[config.mk]
export PLATFORM = sky130hd
export DESIGN_NAME = xtal_start_mon
export DESIGN_NICKNAME = d
export VERILOG_FILES = /design/src/rtl/xtal_pkg.sv /design/src/rtl/xtal_regs.sv /design/src/rtl/xtal_tick_div.sv /design/src/rtl/xtal_start_timer.sv /design/src/rtl/xtal_start_mon.sv
export SDC_FILE = /design/constraint.sdc
export NUM_CORES = 1
export LEC_CHECK = 0
export ABC_AREA = 1
export BUFFER_PORTS_ARGS = -buffer_cell sky130_fd_sc_hd__buf_2
export CORE_MARGIN = 4
export CORE_UTILIZATION = 47
export CTS_CLUSTER_SIZE = 28
export DETAILED_ROUTE_END_ITERATION = 7
export PLACE_DENSITY_LB_ADDON = 0.25
export RECOVER_POWER = 50
export SYNTH_ARGS = -nofsm -noshare
export SYNTH_HDL_FRONTEND = slang
export SYNTH_HIERARCHICAL = 1
export SYNTH_SLANG_ARGS = --single-unit
[constraint.sdc]
create_clock -name clk_i -period 1.85 [get_ports clk_i]
set_clock_uncertainty 0.15 [all_clocks]
set_input_delay 0.2775 -clock clk_i [delete_from_list [all_inputs] [get_ports clk_i]]
set_output_delay 0.2775 -clock clk_i [all_outputs]
set_load 0.03 [all_outputs]
[src/rtl/xtal_pkg.sv]
package xtal_pkg;
  localparam int unsigned ADDR_W = 2;

  typedef enum logic [ADDR_W-1:0] {
    SEL_CFG = 2'd0,
    SEL_CTL = 2'd1,
    SEL_CLR = 2'd2,
    SEL_NONE = 2'd3
  } reg_sel_e;

  // Consumer still needs the clock: disable must be refused
  function automatic logic clk_in_use(logic pll_ref, logic pll_off, logic mclk_hs);
    return (pll_ref && !pll_off) || mclk_hs;
  endfunction
endpackage

[src/rtl/xtal_regs.sv]
module xtal_regs
  import xtal_pkg::*;
#(
  parameter int unsigned RANGE_W = 2,
  parameter int unsigned TIME_W  = 8,
  localparam int unsigned DATA_W = RANGE_W + TIME_W
) (
  input  logic               clk_i,
  input  logic               rst_ni,
  input  logic               wr_en_i,
  input  logic [ADDR_W-1:0]  wr_addr_i,
  input  logic [DATA_W-1:0]  wr_data_i,
  input  logic               pll_ref_i,
  input  logic               pll_off_i,
  input  logic               mclk_hs_i,
  output logic               en_q_o,
  output logic               en_d_o,
  output logic               start_o,
  output logic [TIME_W-1:0]  time_o,
  output logic [RANGE_W-1:0] range_o,
  output logic               err_o
);
  logic [RANGE_W-1:0] cfg_range_q, act_range_q;
  logic [TIME_W-1:0]  cfg_time_q;
  logic               en_q, err_q;
  logic               wr_cfg, wr_ctl, wr_clr;
  logic               dis_req, refuse, start;
  logic               locked;

  always_comb begin
    wr_cfg  = wr_en_i && (reg_sel_e'(wr_addr_i) == SEL_CFG);
    wr_ctl  = wr_en_i && (reg_sel_e'(wr_addr_i) == SEL_CTL);
    wr_clr  = wr_en_i && (reg_sel_e'(wr_addr_i) == SEL_CLR);
    locked  = clk_in_use(pll_ref_i, pll_off_i, mclk_hs_i);
    start   = wr_ctl && wr_data_i[0] && !en_q;
    dis_req = wr_ctl && !wr_data_i[0] && en_q;
    refuse  = dis_req && locked;
  end

  always_comb begin
    en_d_o = en_q;
    if (start) en_d_o = 1'b1;
    else if (dis_req && !locked) en_d_o = 1'b0;
  end

  always_ff @(posedge clk_i or negedge rst_ni) begin
    if (!rst_ni) begin
      en_q        <= 1'b0;
      cfg_range_q <= '0;
      cfg_time_q  <= '0;
      act_range_q <= '0;
    end else begin
      en_q <= en_d_o;
      if (wr_cfg) begin
        cfg_range_q <= wr_data_i[RANGE_W-1:0];
        cfg_time_q  <= wr_data_i[RANGE_W +: TIME_W];
      end
      if (start) act_range_q <= cfg_range_q;
    end
  end

  always_ff @(posedge clk_i or negedge rst_ni) begin
    if (!rst_ni)                     err_q <= 1'b0;
    else if (refuse)                 err_q <= 1'b1;
    else if (wr_clr && wr_data_i[0]) err_q <= 1'b0;
  end

  assign en_q_o  = en_q;
  assign start_o = start;
  assign time_o  = cfg_time_q;
  assign range_o = en_q ? act_range_q : cfg_range_q;
  assign err_o   = err_q;
endmodule

[src/rtl/xtal_tick_div.sv]
module xtal_tick_div #(
  parameter int unsigned TICK_DIV = 3200,
  localparam int unsigned DIV_W = (TICK_DIV > 2) ? $clog2(TICK_DIV) : 1
) (
  input  logic clk_i,
  input  logic rst_ni,
  input  logic clr_i,
  input  logic run_i,
  output logic tick_o
);
  localparam logic [DIV_W-1:0] LAST = DIV_W'(TICK_DIV - 1);

  logic [DIV_W-1:0] cnt_q;

  assign tick_o = run_i && (cnt_q == LAST);

  always_ff @(posedge clk_i or negedge rst_ni) begin
    if (!rst_ni)      cnt_q <= '0;
    else if (clr_i)   cnt_q <= '0;
    else if (tick_o)  cnt_q <= '0;
    else if (run_i)   cnt_q <= cnt_q + 1'b1;
  end
endmodule

[src/rtl/xtal_start_timer.sv]
module xtal_start_timer #(
  parameter int unsigned TIME_W = 8
) (
  input  logic              clk_i,
  input  logic              rst_ni,
  input  logic              en_d_i,
  input  logic              start_i,
  input  logic [TIME_W-1:0] time_i,
  input  logic              tick_i,
  output logic              good_o
);
  logic [TIME_W-1:0] rem_q;
  logic              good_q;

  always_ff @(posedge clk_i or negedge rst_ni) begin
    if (!rst_ni) begin
      rem_q  <= '0;
      good_q <= 1'b0;
    end else if (!en_d_i) begin
      rem_q  <= '0;
      good_q <= 1'b0;
    end else if (start_i) begin
      rem_q  <= time_i;
      good_q <= 1'b0;
    end else if (tick_i && !good_q) begin
      // count of 0 or 1 both finish on the first tick
      if (rem_q <= TIME_W'(1)) good_q <= 1'b1;
      else                     rem_q  <= rem_q - 1'b1;
    end
  end

  assign good_o = good_q;
endmodule

[src/rtl/xtal_start_mon.sv]
module xtal_start_mon
  import xtal_pkg::*;
#(
  parameter int unsigned RANGE_W  = 2,
  parameter int unsigned TIME_W   = 8,
  parameter int unsigned TICK_DIV = 3200,
  localparam int unsigned DATA_W  = RANGE_W + TIME_W
) (
  input  logic               clk_i,
  input  logic               rst_ni,
  input  logic               wr_en_i,
  input  logic [ADDR_W-1:0]  wr_addr_i,
  input  logic [DATA_W-1:0]  wr_data_i,
  input  logic               pll_ref_i,
  input  logic               pll_off_i,
  input  logic               mclk_hs_i,
  output logic               osc_en_o,
  output logic [RANGE_W-1:0] range_o,
  output logic               good_o,
  output logic               dis_err_o
);
  logic              en_q, en_d, start, tick, good;
  logic [TIME_W-1:0] time_val;

  xtal_regs #(.RANGE_W(RANGE_W), .TIME_W(TIME_W)) u_regs (
    .clk_i     (clk_i),
    .rst_ni    (rst_ni),
    .wr_en_i   (wr_en_i),
    .wr_addr_i (wr_addr_i),
    .wr_data_i (wr_data_i),
    .pll_ref_i (pll_ref_i),
    .pll_off_i (pll_off_i),
    .mclk_hs_i (mclk_hs_i),
    .en_q_o    (en_q),
    .en_d_o    (en_d),
    .start_o   (start),
    .time_o    (time_val),
    .range_o   (range_o),
    .err_o     (dis_err_o)
  );

  xtal_tick_div #(.TICK_DIV(TICK_DIV)) u_div (
    .clk_i  (clk_i),
    .rst_ni (rst_ni),
    .clr_i  (start || !en_d),
    .run_i  (en_q && !good),
    .tick_o (tick)
  );

  xtal_start_timer #(.TIME_W(TIME_W)) u_timer (
    .clk_i   (clk_i),
    .rst_ni  (rst_ni),
    .en_d_i  (en_d),
    .start_i (start),
    .time_i  (time_val),
    .tick_i  (tick),
    .good_o  (good)
  );

  assign osc_en_o = en_q;
  assign good_o   = good;
endmodule

==> run metrics <==
status finished, final reports clean; area of the core 4350 um^2; share of cells above drive strength 1 24.2%; met2 GRT Util 28.4%; global-route wire length before repair roughly 7500 um; drt wl/cell 11.5 um; Die Wd ~75 um; Worst-Skew Late Latency 0.29 ns; Fmax between 500 and 600 MHz; Post-synth ARST share between 90% and 100%; Initial Util ~48%; relative slew slack 43.6%; Worst EP arrival approximately 1.3 ns; Ys Warns 6; Leak Pwr 1.28 nW; Post-DP Area 2330 um^2; Final Cell Area 2480 um^2; Tmin final 1.76 ns; required time of the critical path 1.42 ns; Slew @ Worst Pin 0.845 ns; leading area contributor after synthesis dfrtp_1; num rows 24; Switch Pwr around 0.0010 W; vias in the first global route 1,763; TritonCTS clock tree built; register area 877 um^2; Mapped Nets about 300; Die Span Y 74.9 um; drt via density about 4.9; most frequent cells in the layout nand2_1 (93), dfrtp_1 (34), inv_1 (28); drt first pass iters 4; GPL Wtd Cong 0.843; hpwl dp 3270 um; final wirelength approximately 4400 um; HP Class primary input to register; ys flop type dfrtp_1; clock root buffer clkbuf_8; Reg power frac between 30 and 40%; clock power share between 20% and 30%; Synth Instances ~280; clk slew on worst S/H paths 0.07 ns; Num CTS Buffers 5; TNS Setup 0 ns; CP Launch Type register; nets@finish 346; initial antenna violation count 0; Synth Area per Inst roughly 7.5 um^2; Post-route DRC 0; Clock Path Buffers 2; Yosys reg bits 35; DR vias about 1,900; Starting DRT DRC Count about 120; gr busiest metal met2; Crit Path Class register to primary output; post-synthesis sequential area ratio 41.6%; Pint between 0.0015 and 0.002 W; Placed Instances between 300 and 400; multi-input logic area 1070 um^2; # fillers 415; maximum number of pins on one net before global-route repair 16; Synth cell types 26; post-synth top area share 41.6%; number of synthesized flops with an enable pin 0; final cell count without fillers 378; Power Total 0.00254 W; grt met3 use 4.54%; Final Max Tran Viols 0; sw frac 39.8%; P&R area growth vs syn 17.7%; gr usage total 17.3%; Worst setup EP type primary output; final hold viol count 0; Die ar. 5610 um^2; Finished Core Util 56.9%; Sink Count 35; Crit Path Max Fanout 5; commonest non-fill, non-tap cell in the layout nand2_1; period utilization 94.9%; pwr dens 1030 nW/um^2; H-tree Lvls 2; met1 usage 22.1%; Top Ports 23; Area contributors post-synth dfrtp_1 (42%), nand2_1 (17%), nand3_1 (6.7%); Mapped Area around 2100 um^2; max-cap violation count 0; Detail Route Antenna Nets 0; total gr overflow 0; # setup viols final 0; Max VDD drop 0.567 mV; # port buffers 22; Logic pwr share 38.9%; ant diodes 0
-- worst paths after layout --
kind	startpoint	slack, ns	endpoint	cells after the start
worst min register to register	u_regs/time_o[6]	0.32	u_regs/time_o[6]	2
worst max-delay path	u_regs/en_q_o	0.09	range_o[1]	6
max in group asynchronous	rst_ni	0.38	u_div/cnt_q[8]	3
min in group asynchronous	rst_ni	0.46	u_timer/rem_q[0]	2
worst max register to register	u_regs/en_q_o	0.13	u_div/cnt_q[7]	11
worst min-delay path	wr_data_i[7]	0.07	u_regs/time_o[5]	3
-- metal layers --
metal	up-vias	wire [um]
met4	0	57
li1	981	-
met5	-	0
met1	856	2150
met3	6	135
met2	28	2020
-- state kept, by name, summed over array words and instances (netlist names) --
signal / count
u_regs/cfg_range_q: 2
u_regs/time_o: 8
u_regs/err_o: 1
u_regs/act_range_q: 2
u_timer/good_o: 1
u_div/cnt_q: 12
u_regs/en_q_o: 1
u_timer/rem_q: 8
-- area by class of cell --
| class | count | share of cell area (%) |
|---|---|---|
| Sequential cell | 35 | 35.4 |
| Clock inverter | 1 | 0.202 |
| Multi-Input combinational cell | 208 | 43.4 |
| Tap cell | 52 | 2.63 |
| Clock buffer | 7 | 3.08 |
| Inverter | 35 | 5.30 |
| Timing Repair Buffer | 40 | 10.0 |
-- cell usage after synthesis, types with 3 or more instances --
library cell   n
nand2_1       93
nor2_2         3
nand2_4        3
a21oi_1        4
buf_6          3
ha_1           3
o21ai_2        4
inv_1         30
nor2_1        25
inv_2          5
o21ai_1        3
nor3_1         4
o21ai_0        9
dfrtp_1       35
nand3_1       28
nand4_1       10
nor2_4         7
nand2_2        4
-- power by group through the flow --
stage | registers [W] | clock network (W) | logic, W
CTS | 0.00101 | 0.000560 | 0.000951
global route | 0.00103 | 0.000601 | 0.00113
finish | 0.00101 | 0.000545 | 0.000991
floorplan | 0.00101 | 0 | 0.000705
global placement | 0.00102 | 0 | 0.000941
detailed placement | 0.00102 | 0 | 0.000946
-- metrics by stage --
step                hold WS (ns)  setup slack, ns
floorplan                 -0.168           0.0736
global placement          0.0601           0.0757
detailed placement        0.0642           0.0276
CTS                       0.0624          0.00628
global route              0.0580         -0.00227
finish                    0.0684           0.0945
-- cells by family after synthesis --
family / synth area share (%)
flops: 41.6
xor+xnor: 0.416
fa+ha+maj: 1.78
buf+inv: 8.20
compound gates: 6.06
simple gates: 41.9
-- critical path, cell delays in order, from the launching register on --
cell and delay [ns]:
dfrtp_2 0.40, buf_4 0.15, inv_1 0.08, buf_4 0.14
nand2_1 0.05, nand2_1 0.05, buf_2 0.18
-- what timing repair did --
action                                  in CTS  in global routing
buffers inserted                             0                  5
hold endpoints to repair                    13                  0
endpoints found under the setup margin       0                  8
resized for setup                            0                 10
hold buffers                                 1                  0
Note: power is estimated with default switching activity, not from simulation.
